--- src/rtl/gpio_qp_pkg.sv ---
package gpio_qp_pkg;
  localparam int DW = 32;

  // port 3 fixed layout
  localparam int P3_IO_N       = 6;
  localparam int P3_GPI_N      = 22;
  localparam int P3_IO_OUT_LSB = 25;
  localparam int P3_IO_IN_LSB  = 10;
  localparam int P3_IO5_IN_BIT = 24;

  // absolute offsets
  localparam int OFS_P3_IN     = 'h000;
  localparam int OFS_P3_OSET   = 'h004;
  localparam int OFS_P3_OCLR   = 'h008;
  localparam int OFS_P3_OSTATE = 'h00C;
  localparam int OFS_P2_DSET   = 'h010;
  localparam int OFS_P2_DCLR   = 'h014;
  localparam int OFS_P2_DSTATE = 'h018;
  localparam int OFS_P2_IN     = 'h01C;
  localparam int OFS_P2_OSET   = 'h020;
  localparam int OFS_P2_OCLR   = 'h024;
  localparam int OFS_P2_MSET   = 'h028;
  localparam int OFS_P2_MCLR   = 'h02C;
  localparam int OFS_P2_MSTATE = 'h030;
  localparam int OFS_BANK0     = 'h040;
  localparam int OFS_BANK1     = 'h060;

  // offsets inside a uniform bank
  localparam int B_IN     = 'h00;
  localparam int B_OSET   = 'h04;
  localparam int B_OCLR   = 'h08;
  localparam int B_OSTATE = 'h0C;
  localparam int B_DSET   = 'h10;
  localparam int B_DCLR   = 'h14;
  localparam int B_DSTATE = 'h18;

  // bit position of input-only pin i in the port 3 input word
  function automatic int gpi_bit(input int i);
    if (i < 10)      return i;
    else if (i < 19) return i + 5;
    else             return i + 6;
  endfunction

  function automatic logic [DW-1:0] p3_in_word(input logic [P3_IO_N-1:0] io,
                                               input logic [P3_GPI_N-1:0] gpi);
    logic [DW-1:0] w;
    w = '0;
    for (int i = 0; i < P3_GPI_N; i++) w[gpi_bit(i)] = gpi[i];
    for (int j = 0; j < P3_IO_N - 1; j++) w[P3_IO_IN_LSB + j] = io[j];
    w[P3_IO5_IN_BIT] = io[P3_IO_N-1];
    return w;
  endfunction
endpackage

--- src/rtl/gpio_sc_reg.sv ---
module gpio_sc_reg #(
  parameter int W = 8
) (
  input  logic         clk_i,
  input  logic         rst_ni,
  input  logic [W-1:0] set_i,
  input  logic [W-1:0] clr_i,
  output logic [W-1:0] q_o
);
  logic [W-1:0] q;

  // set wins over clear on the same bit
  always_ff @(posedge clk_i or negedge rst_ni) begin
    if (!rst_ni) q <= '0;
    else         q <= (q & ~clr_i) | set_i;
  end

  assign q_o = q;
endmodule

--- src/rtl/gpio_sync2.sv ---
module gpio_sync2 #(
  parameter int W = 8
) (
  input  logic         clk_i,
  input  logic         rst_ni,
  input  logic [W-1:0] d_i,
  output logic [W-1:0] q_o
);
  logic [W-1:0] s1, s2;

  always_ff @(posedge clk_i or negedge rst_ni) begin
    if (!rst_ni) begin
      s1 <= '0;
      s2 <= '0;
    end else begin
      s1 <= d_i;
      s2 <= s1;
    end
  end

  assign q_o = s2;
endmodule

--- src/rtl/gpio_bank.sv ---
module gpio_bank
  import gpio_qp_pkg::*;
#(
  parameter int W    = 8,
  parameter int AW   = 8,
  parameter int BASE = 'h40
) (
  input  logic          clk_i,
  input  logic          rst_ni,
  input  logic          wr_i,
  input  logic [AW-1:0] addr_i,
  input  logic [DW-1:0] wdata_i,
  input  logic [W-1:0]  pad_in_i,
  output logic [W-1:0]  pad_out_o,
  output logic [W-1:0]  pad_oe_o,
  output logic [DW-1:0] rd_data_o
);
  localparam logic [AW-1:0] A_IN     = AW'(BASE + B_IN);
  localparam logic [AW-1:0] A_OSET   = AW'(BASE + B_OSET);
  localparam logic [AW-1:0] A_OCLR   = AW'(BASE + B_OCLR);
  localparam logic [AW-1:0] A_OSTATE = AW'(BASE + B_OSTATE);
  localparam logic [AW-1:0] A_DSET   = AW'(BASE + B_DSET);
  localparam logic [AW-1:0] A_DCLR   = AW'(BASE + B_DCLR);
  localparam logic [AW-1:0] A_DSTATE = AW'(BASE + B_DSTATE);

  logic [W-1:0] wbits, in_s;

  assign wbits = wdata_i[W-1:0];

  gpio_sc_reg #(.W(W)) u_out (
    .clk_i, .rst_ni,
    .set_i ((wr_i && addr_i == A_OSET) ? wbits : '0),
    .clr_i ((wr_i && addr_i == A_OCLR) ? wbits : '0),
    .q_o   (pad_out_o)
  );

  gpio_sc_reg #(.W(W)) u_dir (
    .clk_i, .rst_ni,
    .set_i ((wr_i && addr_i == A_DSET) ? wbits : '0),
    .clr_i ((wr_i && addr_i == A_DCLR) ? wbits : '0),
    .q_o   (pad_oe_o)
  );

  gpio_sync2 #(.W(W)) u_sync (
    .clk_i, .rst_ni,
    .d_i (pad_in_i),
    .q_o (in_s)
  );

  always_comb begin
    rd_data_o = '0;
    case (addr_i)
      A_IN:     rd_data_o[W-1:0] = in_s;
      A_OSTATE: rd_data_o[W-1:0] = pad_out_o;
      A_DSTATE: rd_data_o[W-1:0] = pad_oe_o;
      default:  rd_data_o = '0;
    endcase
  end
endmodule

--- src/rtl/gpio_quad_port.sv ---
module gpio_quad_port
  import gpio_qp_pkg::*;
#(
  parameter int AW    = 8,
  parameter int P0_W  = 8,
  parameter int P1_W  = 24,
  parameter int P2_W  = 13,
  parameter int GPO_W = 24,
  parameter int MUX_W = 3
) (
  input  logic                clk_i,
  input  logic                rst_ni,
  input  logic                bus_valid_i,
  input  logic                bus_write_i,
  input  logic [AW-1:0]       bus_addr_i,
  input  logic [31:0]         bus_wdata_i,
  output logic [31:0]         bus_rdata_o,
  input  logic [P0_W-1:0]     p0_in_i,
  output logic [P0_W-1:0]     p0_out_o,
  output logic [P0_W-1:0]     p0_oe_o,
  input  logic [P1_W-1:0]     p1_in_i,
  output logic [P1_W-1:0]     p1_out_o,
  output logic [P1_W-1:0]     p1_oe_o,
  input  logic [P2_W-1:0]     p2_in_i,
  output logic [P2_W-1:0]     p2_out_o,
  output logic [P2_W-1:0]     p2_oe_o,
  output logic [MUX_W-1:0]    p2_mux_o,
  input  logic [5:0]          p3_io_in_i,
  output logic [5:0]          p3_io_out_o,
  output logic [5:0]          p3_io_oe_o,
  input  logic [21:0]         p3_gpi_i,
  output logic [GPO_W-1:0]    p3_gpo_o
);
  localparam logic [AW-1:0] A_P3_IN     = AW'(OFS_P3_IN);
  localparam logic [AW-1:0] A_P3_OSET   = AW'(OFS_P3_OSET);
  localparam logic [AW-1:0] A_P3_OCLR   = AW'(OFS_P3_OCLR);
  localparam logic [AW-1:0] A_P3_OSTATE = AW'(OFS_P3_OSTATE);
  localparam logic [AW-1:0] A_P2_DSET   = AW'(OFS_P2_DSET);
  localparam logic [AW-1:0] A_P2_DCLR   = AW'(OFS_P2_DCLR);
  localparam logic [AW-1:0] A_P2_DSTATE = AW'(OFS_P2_DSTATE);
  localparam logic [AW-1:0] A_P2_IN     = AW'(OFS_P2_IN);
  localparam logic [AW-1:0] A_P2_OSET   = AW'(OFS_P2_OSET);
  localparam logic [AW-1:0] A_P2_OCLR   = AW'(OFS_P2_OCLR);
  localparam logic [AW-1:0] A_P2_MSET   = AW'(OFS_P2_MSET);
  localparam logic [AW-1:0] A_P2_MCLR   = AW'(OFS_P2_MCLR);
  localparam logic [AW-1:0] A_P2_MSTATE = AW'(OFS_P2_MSTATE);

  logic wr, rd;
  logic [DW-1:0] b0_rd, b1_rd, loc_rd, rdata_q;
  logic [P2_W-1:0] p2_in_s;
  logic [P3_IO_N-1:0] p3_io_in_s, p3_io_w;
  logic [P3_GPI_N-1:0] p3_gpi_s;
  logic unused_wdata;

  assign wr = bus_valid_i & bus_write_i;
  assign rd = bus_valid_i & ~bus_write_i;
  assign p3_io_w = bus_wdata_i[P3_IO_OUT_LSB +: P3_IO_N];
  assign unused_wdata = ^bus_wdata_i;

  // ports 0 and 1 share one layout
  gpio_bank #(.W(P0_W), .AW(AW), .BASE(OFS_BANK0)) u_bank0 (
    .clk_i, .rst_ni, .wr_i(wr), .addr_i(bus_addr_i), .wdata_i(bus_wdata_i),
    .pad_in_i(p0_in_i), .pad_out_o(p0_out_o), .pad_oe_o(p0_oe_o), .rd_data_o(b0_rd)
  );

  gpio_bank #(.W(P1_W), .AW(AW), .BASE(OFS_BANK1)) u_bank1 (
    .clk_i, .rst_ni, .wr_i(wr), .addr_i(bus_addr_i), .wdata_i(bus_wdata_i),
    .pad_in_i(p1_in_i), .pad_out_o(p1_out_o), .pad_oe_o(p1_oe_o), .rd_data_o(b1_rd)
  );

  // port 2
  gpio_sc_reg #(.W(P2_W)) u_p2_dir (
    .clk_i, .rst_ni,
    .set_i ((wr && bus_addr_i == A_P2_DSET) ? bus_wdata_i[P2_W-1:0] : '0),
    .clr_i ((wr && bus_addr_i == A_P2_DCLR) ? bus_wdata_i[P2_W-1:0] : '0),
    .q_o   (p2_oe_o)
  );

  gpio_sc_reg #(.W(P2_W)) u_p2_out (
    .clk_i, .rst_ni,
    .set_i ((wr && bus_addr_i == A_P2_OSET) ? bus_wdata_i[P2_W-1:0] : '0),
    .clr_i ((wr && bus_addr_i == A_P2_OCLR) ? bus_wdata_i[P2_W-1:0] : '0),
    .q_o   (p2_out_o)
  );

  gpio_sc_reg #(.W(MUX_W)) u_p2_mux (
    .clk_i, .rst_ni,
    .set_i ((wr && bus_addr_i == A_P2_MSET) ? bus_wdata_i[MUX_W-1:0] : '0),
    .clr_i ((wr && bus_addr_i == A_P2_MCLR) ? bus_wdata_i[MUX_W-1:0] : '0),
    .q_o   (p2_mux_o)
  );

  gpio_sync2 #(.W(P2_W)) u_p2_sync (.clk_i, .rst_ni, .d_i(p2_in_i), .q_o(p2_in_s));

  // port 3: direction of bidir pins rides in port 2's direction registers
  gpio_sc_reg #(.W(P3_IO_N)) u_p3_dir (
    .clk_i, .rst_ni,
    .set_i ((wr && bus_addr_i == A_P2_DSET) ? p3_io_w : '0),
    .clr_i ((wr && bus_addr_i == A_P2_DCLR) ? p3_io_w : '0),
    .q_o   (p3_io_oe_o)
  );

  gpio_sc_reg #(.W(P3_IO_N)) u_p3_out (
    .clk_i, .rst_ni,
    .set_i ((wr && bus_addr_i == A_P3_OSET) ? p3_io_w : '0),
    .clr_i ((wr && bus_addr_i == A_P3_OCLR) ? p3_io_w : '0),
    .q_o   (p3_io_out_o)
  );

  gpio_sc_reg #(.W(GPO_W)) u_p3_gpo (
    .clk_i, .rst_ni,
    .set_i ((wr && bus_addr_i == A_P3_OSET) ? bus_wdata_i[GPO_W-1:0] : '0),
    .clr_i ((wr && bus_addr_i == A_P3_OCLR) ? bus_wdata_i[GPO_W-1:0] : '0),
    .q_o   (p3_gpo_o)
  );

  gpio_sync2 #(.W(P3_IO_N))  u_p3_io_sync  (.clk_i, .rst_ni, .d_i(p3_io_in_i), .q_o(p3_io_in_s));
  gpio_sync2 #(.W(P3_GPI_N)) u_p3_gpi_sync (.clk_i, .rst_ni, .d_i(p3_gpi_i),   .q_o(p3_gpi_s));

  always_comb begin
    loc_rd = '0;
    case (bus_addr_i)
      A_P3_IN:     loc_rd = p3_in_word(p3_io_in_s, p3_gpi_s);
      A_P3_OSTATE: begin
        loc_rd[GPO_W-1:0] = p3_gpo_o;
        loc_rd[P3_IO_OUT_LSB +: P3_IO_N] = p3_io_out_o;
      end
      A_P2_DSTATE: begin
        loc_rd[P2_W-1:0] = p2_oe_o;
        loc_rd[P3_IO_OUT_LSB +: P3_IO_N] = p3_io_oe_o;
      end
      A_P2_IN:     loc_rd[P2_W-1:0] = p2_in_s;
      A_P2_MSTATE: loc_rd[MUX_W-1:0] = p2_mux_o;
      default:     loc_rd = '0;
    endcase
  end

  always_ff @(posedge clk_i or negedge rst_ni) begin
    if (!rst_ni)  rdata_q <= '0;
    else if (rd)  rdata_q <= loc_rd | b0_rd | b1_rd;
    else          rdata_q <= '0;
  end

  assign bus_rdata_o = rdata_q;
endmodule

--- config.mk ---
export PLATFORM = sky130hd
export DESIGN_NAME = gpio_quad_port
export DESIGN_NICKNAME = d
export VERILOG_FILES = /design/src/rtl/gpio_qp_pkg.sv /design/src/rtl/gpio_sc_reg.sv /design/src/rtl/gpio_sync2.sv /design/src/rtl/gpio_bank.sv /design/src/rtl/gpio_quad_port.sv
export SDC_FILE = /design/constraint.sdc
export NUM_CORES = 1
export LEC_CHECK = 0
export ABC_AREA = 1
export BUFFER_PORTS_ARGS = -buffer_cell sky130_fd_sc_hd__buf_2
export CORE_MARGIN = 2
export CORE_UTILIZATION = 42
export DETAILED_ROUTE_END_ITERATION = 10
export PLACE_DENSITY = 0.72
export SLEW_MARGIN = 20
export SYNTH_ARGS = -nofsm -noshare
export SYNTH_HDL_FRONTEND = slang
export SYNTH_SLANG_ARGS = --single-unit
--- constraint.sdc ---
create_clock -name clk_i -period 1.85 [get_ports clk_i]
set_input_delay 0.2775 -clock clk_i [delete_from_list [all_inputs] [get_ports clk_i]]
set_output_delay 0.2775 -clock clk_i [all_outputs]
set_load 0.01 [all_outputs]
==> reports/qor_table.md <==
| Parameter | This run | Unit |
|:---|:---|:---|
| Endpoint of the worst hold path | u_p3_dir.q_o[0]$_DFF_PN0_ | - |
| Detailed placer's ending HPWL | 22400 | um |
| Arithmetic-cell share of the synthesized area counting full adders, half adders and majority gates | 0 | % |
| Reg-to-reg setup timing slack | 0.78 | ns |
| Maximum ir drop on the vdd rail | 805 | uV |
| Switching power as a share of total power | 22.7 | % |
| Final cell utilization of the core | 57.3 | % |
| WP data arrival | 1.13 | ns |
| Largest incremental delay on the critical path | 0.42 | ns |
| Violated checks | design-rule violations | - |
| Combinational family with the most area after synthesis | simple AND/OR/NAND/NOR gates | - |
| Vertical die dimension | 167 | um |
| Initial antenna violation count | 5 | - |
| Post-detailed-route wirelength per cell | 19.1 | um |
| Core area | 26100 | sq um |
| Remaining DRCs | 13 | - |
| Register area | 7660 | sq um |
| Final wirelength | 34300 | um |
| Buffer depth of the longest clock path | 3 | - |
| Worst reg2reg path endpoint | bus_rdata_o[5]$_DFF_PN0_ | - |
| Number of inserted filler cells in the final layout | 2177 | - |
| I/O pins | 278 | - |
| Multiplexer share of the synthesized area | 0 | % |
| Number of distinct library cells after synthesis | 21 | - |
| Cell-by-cell listing of the critical path | buf_2 | - |
| CTS tree | built | - |
| Register clock-pin slew on the reported worst setup and hold paths | 0.06 | ns |
| Sequential share of the synthesized area | 68.5 | % |
| Net Switching | 3170 | uW |
| Count of buffers from port buffering | 274 | - |
| Class of the worst hold path | in -> reg | - |
| Sequential cell fraction of total power | 50.3 | % |
| Commonest non-fill, non-tap cells in the layout | dfrtp_1 (306), buf_2 (273), nand2_1 (194), o21ai_0 (176), nand3_1 (92) | - |
| Number of clock sinks seen by CTS | 306 | - |
| Pwr Total | 14000 | uW |
| Most common cell after layout, fill and taps aside | dfrtp_1 | - |
| Avg Inst Size Synth | 10.5 | sq um |
| Total negative slack for setup checks | 0 | ns |
| Required time at the endpoint of the critical path | 1.57 | ns |
| Number of hold violations in the final report | 0 | - |
| Die ar. | 27900 | sq um |
| Top post-synthesis cells by area | dfrtp_1 (69%), o21ai_0 (7.9%), nand2_1 (6.5%), nand3_1 (4.1%), o21ai_1 (3.7%) | - |
| Worst-Skew Late Latency | 0.55 | ns |
| Critical-path maximum fanout | 3 | - |
| Clock share of power | 43.9 | % |
| Cell class contributing the biggest share of worst-path delay | flip-flops | - |
| Number of buffers inserted for hold repair after clock tree synthesis | 74 | - |
| Global-route congestion overflow total | 0 | - |
| Period Utilization, post-route | 76.1 | % |
| Share of total power in combinational logic | 5.8 | % |
| Post-CTS Setup Repair Bufs | 0 | - |
| Minimum period implied by the final worst setup slack | 1.41 | ns |
| Critical path endpoint category | output port | - |
| Critical Path Start Type | flip-flop | - |
| Type of the worst setup path | reg -> out | - |
| Weighted congestion reported at the end of routability-driven placement | 0.867 | - |
| Buffering stage count on the worst path with inverters included | 1 | - |
| Count of cells resized by post-cts repair | 0 | - |
| Xor/xnor cell area share of the yosys netlist | 0 | % |
| First-pass GRT wire length | 52800 | um |
| Clk_skew | 0.00853 | ns |
| Slew HR | 65.3 | % |
| DRT Pass-1 Iters | 9 | - |
| Synth warn | 0 | - |
| Cell Area, Synth | 11200 | sq um |
| Footprint of the multi-input gates | 3050 | sq um |
| Number of nets still failing antenna checks after routing | 0 | - |
| Final net count | 1555 | - |
| Worst-margin pin slew | 0.519 | ns |
| Synth-to-Final Area Change | 34.1 | % |
| Hold path start | bus_wdata_i[25] | - |
| Routed via count | 9423 | - |
| Number of rows created at floorplan | 59 | - |
| DIE WIDTH | 167 | um |
| Fraction of final layout cells sized beyond drive strength 1 | 26.9 | % |
| Vias per Instance | 5.24 | - |
| Slowest cell on crit path | dfrtp_1 | - |
| Max-slew violation count | 0 | - |
| Count of H-tree levels built during CTS | 1 | - |
| Worst Hold Depth | 3 | - |
| Area share of the largest cell type after synthesis | 68.5 | % |
| Clock root cell | clkbuf_16 | - |
| Pin count of the biggest net entering global routing | 62 | - |
| Post-Synthesis Net Count | 1177 | - |
| F_max | 711 | MHz |
| Internal Pwr Total | 10800 | uW |
| Power density over the cells | 933 | nW/um^2 |
| P_leak | 0.00766 | uW |
| Final number of setup-violating endpoints | 0 | - |
| Run status | finished, violations left | - |
| Iteration-0 DRC Markers | 953 | - |
| Setup repair after global routing missed its margin | no | - |
| Starting density of the core | 42.8 | % |
| All-Layer GR Usage | 24.3 | % |
| Worst R2R Start | u_bank0.u_out.q_o[5]$_DFF_PN0_ | - |
| Worst R2R Path Depth | 6 | - |
| Clock buffer count from CTS | 31 | - |
| Synthesized-area fraction occupied by and/or/nand/nor cells | 14.9 | % |
| Number of storage elements in the synthesis netlist | 306 | - |
| Post-synthesis compound-gate area fraction | 12.3 | % |
| Max-capacitance violation count | 0 | - |
| Number of global-route vias before repair | 9328 | - |
| Top cell type by total area after synthesis | dfrtp_1 | - |
| Synth Instances | 1060 | - |
[worst max path at each step]
stage,start,end,slack (ns),depth (start not counted)
final,u_p2_mux.q_o[1]$_DFF_PN0_,p2_mux_o[1],0.44,1
after global routing,u_bank1.u_out.q_o[14]$_DFF_PN0_,p1_out_o[14],0.40,1
after CTS,u_bank1.u_dir.q_o[4]$_DFF_PN0_,p1_oe_o[4],0.42,1
after detailed placement,bus_addr_i[1],u_p2_dir.q_o[1]$_DFF_PN0_,0.02,7
after global placement,bus_addr_i[1],u_p2_dir.q_o[6]$_DFF_PN0_,0.08,7
after floorplan,bus_addr_i[7],u_bank1.u_dir.q_o[7]$_DFF_PN0_,0.54,8
[through the flow]
step | hold WS, ns | worst slack [ns] | instances | area (sq um)
3_3_place_gp | 0.215 | 0.0816 | 1666 | 13200
2_1_floorplan | -0.0181 | 0.544 | 1060 | 11200
6_report | 0.0296 | 0.443 | 1798 | 15000
4_1_cts | 0.00783 | 0.422 | 1794 | 15000
3_5_place_dp | 0.216 | 0.0249 | 1666 | 13200
5_1_grt | 0.0309 | 0.397 | 1798 | 15000
[synthesized netlist by cell type]
cell / count
buf_4: 7
inv_1: 53
nand3_1: 92
buf_6: 6
a31oi_1: 1
nand3_2: 1
nor2_4: 11
o21ai_0: 176
nand2_2: 6
inv_2: 3
nand3_4: 2
nor2_1: 68
buf_2: 15
clkbuf_1: 15
conb_1: 1
nor2_2: 2
dfrtp_1: 306
o21ai_1: 82
a21oi_1: 15
nand2_1: 194
clkbuf_2: 4
[flip-flops by register name (all words and copies together) (netlist names)]
register,count
u_bank0.u_out.q_o,8
u_p2_mux.q_o,3
u_p3_gpi_sync.q_o,22
u_p3_gpo.q_o,24
u_bank1.u_out.q_o,24
u_p2_sync.s1,13
u_p2_out.q_o,13
u_bank0.u_sync.q_o,8
u_p2_dir.q_o,13
u_bank0.u_sync.s1,8
u_bank1.u_sync.q_o,24
u_p3_gpi_sync.s1,22
u_p3_out.q_o,6
u_bank0.u_dir.q_o,8
bus_rdata_o,31
u_bank1.u_dir.q_o,24
u_p2_sync.q_o,13
u_bank1.u_sync.s1,24
u_p3_io_sync.s1,6
u_p3_io_sync.q_o,6
u_p3_dir.q_o,6
[power by group through the flow]
stage                     clock (uW)  sequential [uW]  combinational [uW]
after floorplan                    0             7170                 191
after global placement             0             7150                 672
after detailed placement           0             7160                 687
after CTS                       6230             7040                 812
after global routing            6500             7060                 893
final                           6140             7040                 808
[cell type report]
cell class	count	share of cell area [%]
multi-input combinational	651	20.3
antenna	4	0.0668
timing repair buffer	392	17.6
clock buffer	45	6.13
tap	335	2.80
inverter	56	1.40
sequential	306	51.1
clock inverter	9	0.568
[kinds of logic (layout without fill, tap and decap cells)]
group	Yosys count	in the layout
simple gates	376	376
flops	306	306
compound gates	274	274
buf+inv	103	502
other cells	1	5
[metal layers]
layer | GRT usage, % | wire (um)
met4 | 9.26 | 1360
met5 | 0 | 16
met3 | 5.13 | 2850
met2 | 39.7 | 16400
met1 | 32.2 | 13700
No activity file was read; power rests on OpenSTA's default activity.
